===== src/rtl/flt_unpack_pkg.sv =====
package flt_unpack_pkg;
  // Outcome of decoding one packed float
  typedef enum logic [1:0] {
    CLS_ZERO = 2'd0,
    CLS_NEG  = 2'd1,
    CLS_NORM = 2'd2
  } fcls_e;
endpackage


===== src/rtl/flt_field_decode.sv =====
module flt_field_decode
  import flt_unpack_pkg::*;
#(
  parameter int ADDR_W = 9,
  parameter int EXP_W  = 8,
  parameter int MAN_W  = 14,
  localparam int WORD_W = ADDR_W + 1 + EXP_W + MAN_W
) (
  input  logic              clk,
  input  logic              rst_n,
  input  logic              in_valid,
  input  logic [WORD_W-1:0] in_word,
  output logic              out_valid,
  output logic [ADDR_W-1:0] out_addr,
  output fcls_e             out_cls,
  output logic [EXP_W-1:0]  out_exp,
  output logic [MAN_W:0]    out_sig
);
  localparam int SIGN_POS = EXP_W + MAN_W;

  function automatic fcls_e classify(input logic sgn, input logic [EXP_W-1:0] e);
    if (sgn)            return CLS_NEG;
    else if (e == '0)   return CLS_ZERO;
    else                return CLS_NORM;
  endfunction

  logic              f_sign;
  logic [EXP_W-1:0]  f_exp;
  logic [MAN_W-1:0]  f_man;
  logic [ADDR_W-1:0] f_addr;

  assign f_addr = in_word[WORD_W-1 -: ADDR_W];
  assign f_sign = in_word[SIGN_POS];
  assign f_exp  = in_word[SIGN_POS-1 -: EXP_W];
  assign f_man  = in_word[MAN_W-1:0];

  always_ff @(posedge clk) begin
    if (!rst_n) begin
      out_valid <= 1'b0;
      out_addr  <= '0;
      out_cls   <= CLS_ZERO;
      out_exp   <= '0;
      out_sig   <= '0;
    end else begin
      out_valid <= in_valid;
      if (in_valid) begin
        out_addr <= f_addr;
        out_cls  <= classify(f_sign, f_exp);
        out_exp  <= f_exp;
        out_sig  <= {1'b1, f_man};
      end
    end
  end
endmodule


===== src/rtl/flt_sig_scale.sv =====
module flt_sig_scale
  import flt_unpack_pkg::*;
#(
  parameter int ADDR_W = 9,
  parameter int EXP_W  = 8,
  parameter int MAN_W  = 14,
  parameter int BIAS   = 127,
  parameter int FIX_W  = 31,
  parameter int FRAC_W = 4
) (
  input  logic              clk,
  input  logic              rst_n,
  input  logic              in_valid,
  input  logic [ADDR_W-1:0] in_addr,
  input  fcls_e             in_cls,
  input  logic [EXP_W-1:0]  in_exp,
  input  logic [MAN_W:0]    in_sig,
  output logic              wr_en,
  output logic [ADDR_W-1:0] wr_addr,
  output logic [FIX_W-1:0]  wr_data,
  output logic              neg_err
);
  localparam int PAD    = FIX_W - MAN_W - 1;
  localparam int SH_OFS = BIAS + MAN_W - FRAC_W;
  localparam int SH_MAX = FIX_W - MAN_W - 1;
  localparam logic [FIX_W-1:0] CODE_MAX = {FIX_W{1'b1}};

  function automatic logic [FIX_W-1:0] scale_sig(input logic [EXP_W-1:0] e,
                                                 input logic [MAN_W:0] sig);
    int sh;
    logic [FIX_W-1:0] ext;
    sh  = int'(e) - SH_OFS;
    ext = {{PAD{1'b0}}, sig};
    if (sh > SH_MAX)        return CODE_MAX;
    else if (sh >= 0)       return ext << sh;
    else if (-sh > MAN_W)   return '0;
    else                    return ext >> (-sh);
  endfunction

  logic [FIX_W-1:0] code_nx;
  always_comb begin
    code_nx = '0;
    if (in_cls == CLS_NORM) code_nx = scale_sig(in_exp, in_sig);
  end

  always_ff @(posedge clk) begin
    if (!rst_n) begin
      wr_en   <= 1'b0;
      wr_addr <= '0;
      wr_data <= '0;
      neg_err <= 1'b0;
    end else begin
      wr_en   <= in_valid;
      neg_err <= in_valid && (in_cls == CLS_NEG);
      if (in_valid) begin
        wr_addr <= in_addr;
        wr_data <= code_nx;
      end
    end
  end
endmodule


===== src/rtl/flt_param_unpack.sv =====
module flt_param_unpack
  import flt_unpack_pkg::*;
#(
  parameter int ADDR_W = 9,
  parameter int EXP_W  = 8,
  parameter int MAN_W  = 14,
  parameter int BIAS   = 127,
  parameter int FIX_W  = 31,
  parameter int FRAC_W = 4,
  localparam int WORD_W = ADDR_W + 1 + EXP_W + MAN_W
) (
  input  logic              clk,
  input  logic              rst_n,
  input  logic              load_valid,
  input  logic [WORD_W-1:0] load_word,
  output logic              wr_en,
  output logic [ADDR_W-1:0] wr_addr,
  output logic [FIX_W-1:0]  wr_data,
  output logic              neg_err
);
  // Decode-stage events, named for the checker
  logic              dec_valid;
  logic [ADDR_W-1:0] dec_addr;
  fcls_e             dec_cls;
  logic [EXP_W-1:0]  dec_exp;
  logic [MAN_W:0]    dec_sig;

  flt_field_decode #(
    .ADDR_W(ADDR_W), .EXP_W(EXP_W), .MAN_W(MAN_W)
  ) u_decode (
    .clk      (clk),
    .rst_n    (rst_n),
    .in_valid (load_valid),
    .in_word  (load_word),
    .out_valid(dec_valid),
    .out_addr (dec_addr),
    .out_cls  (dec_cls),
    .out_exp  (dec_exp),
    .out_sig  (dec_sig)
  );

  flt_sig_scale #(
    .ADDR_W(ADDR_W), .EXP_W(EXP_W), .MAN_W(MAN_W),
    .BIAS(BIAS), .FIX_W(FIX_W), .FRAC_W(FRAC_W)
  ) u_scale (
    .clk     (clk),
    .rst_n   (rst_n),
    .in_valid(dec_valid),
    .in_addr (dec_addr),
    .in_cls  (dec_cls),
    .in_exp  (dec_exp),
    .in_sig  (dec_sig),
    .wr_en   (wr_en),
    .wr_addr (wr_addr),
    .wr_data (wr_data),
    .neg_err (neg_err)
  );
endmodule


===== config.mk =====
export PLATFORM = sky130hd
export DESIGN_NAME = flt_param_unpack
export DESIGN_NICKNAME = d
export VERILOG_FILES = /design/src/rtl/flt_unpack_pkg.sv /design/src/rtl/flt_field_decode.sv /design/src/rtl/flt_sig_scale.sv /design/src/rtl/flt_param_unpack.sv
export SDC_FILE = /design/constraint.sdc
export NUM_CORES = 1
export LEC_CHECK = 0
export CORE_MARGIN = 2
export CORE_UTILIZATION = 56
export CTS_CLUSTER_DIAMETER = 80
export CTS_CLUSTER_SIZE = 25
export DETAILED_ROUTE_END_ITERATION = 7
export PLACE_DENSITY = 0.81
export SYNTH_ARGS = -nofsm -noshare
export SYNTH_HDL_FRONTEND = slang
export SYNTH_SLANG_ARGS = --single-unit

===== constraint.sdc =====
create_clock -name clk -period 4.6 [get_ports clk]
set_input_delay 0.92 -clock clk [delete_from_list [all_inputs] [get_ports clk]]
set_output_delay 0.92 -clock clk [all_outputs]
set_load 0.01 [all_outputs]

Word-level counts from Yosys, hierarchy flattened
Cells that the tools add are included.
Word-level totals
  bits in registers: 77
  word-level logic and storage cells: 26
  output and inout bits: 42
  bits of input ports: 35
Operators by class
  shift operators: 2
  $lt $le $gt $ge: 3
  add/sub/neg operators: 2
  reductions and logical operators: 2
  muxes and demuxes: 6
  equal/unequal tests: 2
Operator list (count)
  $mux W31: 4
  $ge A32 B1 Y1 const B: 1
  $gt A32 B5 Y1 const B: 1
  $gt A32 B6 Y1 const B: 1
  $neg A32 Y32: 1
  $shl A15 B32 Y31: 1
  $shr A15 B32 Y31: 1
  $sub A8 B8 Y9 const B: 1
  $logic_not A8 Y1: 1
  $mux W2: 2
  $eq A2 B1 Y1 const B: 1
  $eq A2 B2 Y1 const B: 1
  $logic_and A1 B1 Y1: 1

Longest topological paths before layout
Gate-level depths: netlist of the first run.
  word-level depth: 7
  mapped depth: 16
  mapped depth without buffers: 12

Hierarchy
A second synthesis of the first run with hierarchy kept.
Unflattened totals
  cell total of the unflattened synthesis: 604
  area total of the unflattened synthesis: 5403.9 µm²
Modules (own cells, without submodules)
  flt_sig_scale: area an instance 4058.9 µm², cells each 490, seq. area each 840.8 µm², times used 1
  flt_field_decode: area an instance 1345.0 µm², cells each 114, seq. area each 700.7 µm², times used 1

Least setup slack after synthesis of the first run
Ideal clock, no wire load.
  kind: register to register
  start: register u_decode.out_exp[0]
  end: register u_scale.wr_data[2]
  arrival time: 3.931 ns
  cell stages (with the launch flop): 16
  buffers on the path: 4
  period minus slack after synthesis: 4.000 ns
  slack: 0.600 ns
  library setup time: 0.068 ns
  required time: 4.532 ns
  path through: dfxtp_1 buf_2 buf_2 inv_1 ha_1 buf_4 or4_1 a32oi_4 nand3_1 ha_1 nor4bb_1 nand4_1 a311o_1 nor4b_4 buf_6 o2bb2ai_2
Between the ends
  longest elaborated chain between the ends: 7
  elaborated cells on any way between the ends: 11
  classes of those cells: add/sub (2); order compare (3); shift (2); mux (4)
RTL lines
  from (decl): line flt_field_decode.sv:16  | output logic [EXP_W-1:0] out_exp,
  from (signal assigned): line flt_field_decode.sv:49  | out_exp <= f_exp;
  $sub A8 B8 Y9 (*): line flt_sig_scale.sv:32  | sh = int'(e) - SH_OFS;
  $neg A32 Y32: line flt_sig_scale.sv:36, flt_sig_scale.sv:37
  $gt A32 B5 Y1 or $shr A15 B32 Y31 (tied branches): line flt_sig_scale.sv:36, flt_sig_scale.sv:37
  $mux W31: line flt_sig_scale.sv:36  | else if (-sh > MAN_W) return '0;
  $mux W31: line flt_sig_scale.sv:35  | else if (sh >= 0) return ext << sh;
  $mux W31 (*): line flt_sig_scale.sv:34  | if (sh > SH_MAX) return CODE_MAX;
  $mux W31 (*): line flt_sig_scale.sv:43  | if (in_cls == CLS_NORM) code_nx = scale_sig(in_exp, in_sig);
  to (signal assigned): line flt_sig_scale.sv:57  | wr_data <= code_nx;
  to (decl): line flt_sig_scale.sv:20  | output logic [FIX_W-1:0] wr_data,
Every way passes the cells marked *; elsewhere a longest branch is shown, timed or not.
A chain may end at the register's enable or synchronous reset.

Worst setup path in the final report of the first run
  start: register u_decode.out_exp[0]
  end: register u_scale.wr_data[4]
The elaborated chain is that of the path after synthesis.

==> results.cfg, run 1 <==
[outcome]
status = finished, final reports clean

[clock_tree]
clk_pin_slew_worst_paths_ns = 0.08
cts_buffer_depth = 2
clk_latency_ns = 0.36
numClockSinks = 77
tritoncts = built
cts_buffers = 9
ctsRootBufferMaster = clkbuf_8
cts_resized = 0
htree_levels = 3
cts-hold-fix-buffers = 0
cts_setup_buffers = 0

[yosys]
yosysSeqAreaShare_pct = 28.02
synth-edff-count = 0
synth_nets = 663
yosysWarnings = 0
async_flop_share_pct = 0
synth_area_um2 = 5502
ys.flop_type = dfxtp_1
syn_inst = 617
ys_ff_latch = 77
synth.distinct_cells = 70
avgSynthCellArea_um2 = 8.917

[power]
comb_power_share_pct = 27.6
switching_power_w = 0.0005932
power_leakage_nw = 2.316
switching_share_pct = 33.63
power.share.sequential_pct = 40.9
peakVddDrop_mv = 0.2245
p_int_w = 0.001171
fin_total_pwr_w = 0.001764
clkPwrFrac_pct = 31.5
power.density_nw_per_um2 = 270.7

[sta]
final_hold_viol_count = 0
setup_tns_ns = 0
rsz0062_at_grt = no
tightest_slew_ns = 1.007
fmax_mhz = 242.1
maxSlewHeadroom_pct = 32.89
layout_setup_ws_ns = 0.4692
fin_crit_sh_pct = 89.80
drv_slew = 0
whs_ns = 0.4522
period_minus_slack_ns = 4.131
fin_worst_skew_ns = 0.01526
setup_viol = 0

[floorplan]
dieArea_um2 = 10630
core-area_um2 = 9639
initial_utilization_pct = 57.07
io_pins = 77
die_h_um = 103.1
die_w_um = 103.1
rows = 36

[job]
cap_viol_max_count = 0

[worst_setup_path]
endpoint_kind = flip-flop
criticalPathCategory = reg2reg
critPathRequiredTime_ns = 4.91
crit_arrival_ns = 4.44
start_kind = flip-flop
cp_max_fo = 15
r2r_setup_slack_ns = 0.47

[placed_design]
place_ws_ns = 0.4979
gp_congestion = 0.9563
port_buffers = 76
dp_hpwl_um = 10990

[route]
num_vias = 5010
dr.pass1.iters = 6
totalWireLength_um = 15010
drt_iter0_drc = 437
wl_per_cell_um = 18.69
route.detailed.drc = 0
final_antenna_net_count = 0
vias_per_cell = 6.239

[global_route]
grt_max_degree = 41
grt_pass1_vias = 4552
grt_use_total_pct = 29.13
grt-ovfl-total = 0
grt_pass1_wl_um = 23790
antenna_found_initial = 0

[cells_and_area]
area_delta_synth_final_pct = 18.44
layout.nets = 711
fill_cells = 826
n_antenna_cell = 0
drive_above_1_share_pct = 11.79

[worst_hold_path]
hold_path_class = reg2reg
## worst max-delay path: stages, from the launching register on
cell and delay (ns):
dfxtp_2 0.48, inv_1 0.17, ha_1 0.40, or4_1 0.66
a32oi_4 0.35, nand3_1 0.12, ha_1 0.30, nor4bb_1 0.36
nand4_1 0.13, a311o_1 0.37, nor4b_4 0.25, buf_4 0.30
a31o_1 0.18
## cell families after synthesis
group	synth area share, %
muxes	19.79
AOI/OAI and AO/OA	20.95
xor gates and xnor gates	2.411
buffers and inverters	4.640
DFF	28.02
adders and majority gates	2.502
and+or+nand+nor	21.70
## path summary, 6_finish.rpt
| path | start | endpoint | depth (start not counted) |
|---|---|---|---|
| hold / removal | u_scale.wr_data[25] | u_scale.wr_data[25] | 2 |
| setup reg to reg | u_decode.out_exp[0] | u_scale.wr_data[4] | 12 |
| setup / recovery | u_decode.out_exp[0] | u_scale.wr_data[4] | 12 |
| hold reg to reg | u_scale.wr_data[25] | u_scale.wr_data[25] | 2 |
## cells in the final DEF (no fill, tap or decap), types with 4 or more instances in the layout
cell type        count
dfxtp_1             76
clkdlybuf4s50_1     75
mux2i_1             66
nor2b_1             62
nand2_1             54
nor2_1              33
o21ai_0             27
a21oi_1             23
a211oi_1            18
mux4_2              16
nand3_1             15
buf_4               13
nor3_1              11
xnor2_1             11
ha_1                11
clkbuf_8            11
o2bb2ai_2           10
o211ai_1             8
inv_1                7
o21ai_1              7
a31oi_1              6
mux2_2               6
and2_1               5
a22o_1               5
nand4_1              4
and3_1               4
a311oi_1             4
nor4_1               4
## state kept, by name, summed over array words and instances (netlist names)
name                flops
u_decode.out_exp        8
u_scale.wr_data        31
u_scale.neg_err         1
u_scale.wr_en           1
u_decode.out_addr       9
u_decode.out_valid      1
u_decode.out_sig       15
u_scale.wr_addr         9
u_decode.out_cls        2
## cell type report
type	count	area (um2)	share of cell area (%)
clock buffer	11	151.4	2.323
clock inverter	5	57.56	0.8833
inverter	7	26.28	0.4032
multi-input combinational	481	3719	57.07
sequential	77	1543	23.68
tap	133	166.4	2.554
timing repair buffer	89	853.3	13.10
## synth_stat cells, drive strengths merged, types with 5 or more instances
cell,n,area share [%]
ha,11,2.5
dfxtp,77,28
a211oi,18,2.5
a22o,5,0.80
mux4,16,6.6
nor2b,62,7.1
nor4,5,0.84
nand3,15,1.4
a31oi,6,0.68
buf,20,2.0
mux2i,66,12
o21ai,34,3.1
clkbuf,32,2.2
a311oi,6,1.1
inv,7,0.48
o211ai,8,1.1
o2bb2ai,12,3.0
xnor2,12,1.9
a31o,6,0.96
and2,6,0.68
mux2,6,1.2
nor2,33,2.3
a21oi,25,2.5
nor3,12,1.3
nand2,54,3.7
## per-stage QoR
| step | util [%] | instances | area, um2 |
|---|---|---|---|
| 2_1_floorplan | - | 617 | 5502 |
| 3_3_place_gp | 65.43 | 787 | 6307 |
| 3_5_place_dp | 65.43 | 787 | 6307 |
| 4_1_cts | 67.60 | 803 | 6516 |
| 5_1_grt | 67.60 | 803 | 6516 |
| 6_report | 67.60 | 803 | 6516 |
## power groups by stage
stage	logic [W]	clock network, W	registers [W]
final	0.000486	0.000556	0.000721
after CTS	0.000477	0.000563	0.000721
after detailed placement	0.000474	0	0.000736
after global routing	0.000521	0.000590	0.000726
after floorplan	0.000354	0	0.000721
after global placement	0.000467	0	0.000733
## metal layers
layer	wire [um]	global-route usage, %	vias to the layer above	share of wire (%)
met5	0	0	-	0
met4	328	10.83	0	2.2
met3	1069	4.203	28	7.1
met2	7028	45.35	222	47
met1	6579	41.09	2384	44
li1	-	-	2376	-
Note: power is estimated with default switching activity, not from simulation.
==> inputs of run 2 (changes only) <==
RECOVER_POWER = 25   (was unset)
==> run 2 against run 1 <==
Against the previous run:
- fmax up 0.22%
- combinational power about the same
- highest routed layer unchanged
- clock skew down 0.0018 ns
- core utilization unchanged
- cell count unchanged
==> results.cfg, run 2 (synthesis gave the netlist of run 1 again) <==
[clock_tree]
cts_buffers = 9
numClockSinks = 77
cts_buffer_depth = 2
cts-hold-fix-buffers = 0
cts_resized = 0
clk_pin_slew_worst_paths_ns = 0.08
tritoncts = built
clk_latency_ns = 0.36
ctsRootBufferMaster = clkbuf_8
htree_levels = 3
cts_setup_buffers = 0

[sta]
setup_tns_ns = 0
maxSlewHeadroom_pct = 32.73
fin_worst_skew_ns = 0.01349
period_minus_slack_ns = 4.122
setup_viol = 0
tightest_slew_ns = 1.009
final_hold_viol_count = 0
fmax_mhz = 242.6
rsz0062_at_grt = no
fin_crit_sh_pct = 89.60
drv_slew = 0

[cells_and_area]
regMostFlops = u_scale.wr_data
top_regs = u_scale.wr_data (31), u_decode.out_sig (15)
layout_commonest_cell = dfxtp_1
largest_reg_flops = 31
area_delta_synth_final_pct = 18.44
n_antenna_cell = 0
layout_common_cells = dfxtp_1, mux2i_1, nor2b_1
regArea_um2 = 1543
fill_cells = 826
utilization_pct = 67.60
multi_input_area_um2 = 3719
layout.nets = 711
drive_above_1_share_pct = 11.79

[route]
route.detailed.drc = 0
final_antenna_net_count = 0
dr.pass1.iters = 5
vias_per_cell = 6.237
num_vias = 5008
totalWireLength_um = 14980
wl_per_cell_um = 18.66
drt_iter0_drc = 435

[global_route]
grt_pass1_wl_um = 23790
grt_max_degree = 41
grt_pass1_vias = 4552
antenna_found_initial = 0
grt_use_total_pct = 29.13
grt-ovfl-total = 0

[placed_design]
port_buffers = 76
gp_congestion = 0.9563
dp_hpwl_um = 10990

[outcome]
status = finished, final reports clean

[worst_setup_path]
start_kind = flip-flop
crit_arrival_ns = 4.43
critPathRequiredTime_ns = 4.91
criticalPathCategory = reg2reg
endpoint_kind = flip-flop
cp_max_fo = 15

[floorplan]
initial_utilization_pct = 57.07
io_pins = 77
rows = 36
die_w_um = 103.1
core-area_um2 = 9639
die_h_um = 103.1
dieArea_um2 = 10630

[worst_hold_path]
hold_path_class = reg2reg

[power]
power_leakage_nw = 2.365
peakVddDrop_mv = 0.2245
power.density_nw_per_um2 = 270.3

[job]
cap_viol_max_count = 0
## run 2: cell types whose count changed in the layout (fill, tap and decap cells not counted)
cell | previous run | this run
dlygate4sd3_1 | 0 | 15
clkdlybuf4s50_1 | 75 | 60
## run 2: worst max-delay path, cell delays in order, from the launching register on
cell	delay, ns
dfxtp_2	0.48
inv_1	0.17
ha_1	0.40
or4_1	0.66
a32oi_4	0.35
nand3_1	0.12
ha_1	0.30
nor4bb_1	0.36
nand4_1	0.13
a311o_1	0.37
nor4b_4	0.25
buf_4	0.30
a31o_1	0.18
## run 2: layout make-up
type                       count  share of cell area, %
clock buffer                  11                  2.323
timing repair buffer          89                  13.10
sequential                    77                  23.68
tap                          133                  2.554
inverter                       7                 0.4032
clock inverter                 5                 0.8833
multi-input combinational    481                  57.07
## run 2: final timing paths
check	end	slack [ns]	startpoint	cells after the start
max	u_scale.wr_data[4]	0.48	u_decode.out_exp[0]	12
min	u_scale.wr_data[25]	0.45	u_scale.wr_data[25]	2
max reg2reg	u_scale.wr_data[4]	0.48	u_decode.out_exp[0]	12
min reg2reg	u_scale.wr_data[25]	0.45	u_scale.wr_data[25]	2
## run 2: routing by layer
layer  global-route usage (%)  up-vias  routed length, um
met2                    45.35      240               7029
met4                    10.83        0                331
met3                    4.203       30               1158
li1                         -     2379                  -
met5                        0        -                  0
met1                    41.09     2359               6463
## run 2: power breakdown
| group | switching (W) | total, W | internal (W) |
|---|---|---|---|
| logic | 0.000285 | 0.000486 | 0.000201 |
| clock network | 0.000273 | 0.000554 | 0.000282 |
| registers | 0.0000336 | 0.000721 | 0.000688 |
| total | 0.000591 | 0.00176 | 0.00117 |
## run 2: stage by stage
step | total power (W) | instances | setup WS [ns] | hold slack [ns] | cell area [um2]
final | 0.001761 | 803 | 0.4783 | 0.4522 | 6516
after global routing | 0.001836 | 803 | 0.1301 | 0.4739 | 6516
after CTS | 0.001760 | 803 | 0.4870 | 0.4553 | 6516
after detailed placement | 0.001211 | 787 | 0.4979 | 0.4436 | 6307
after global placement | 0.001200 | 787 | 0.6849 | 0.4334 | 6307
after floorplan | 0.001074 | 617 | 0.6005 | 0.4715 | 5502
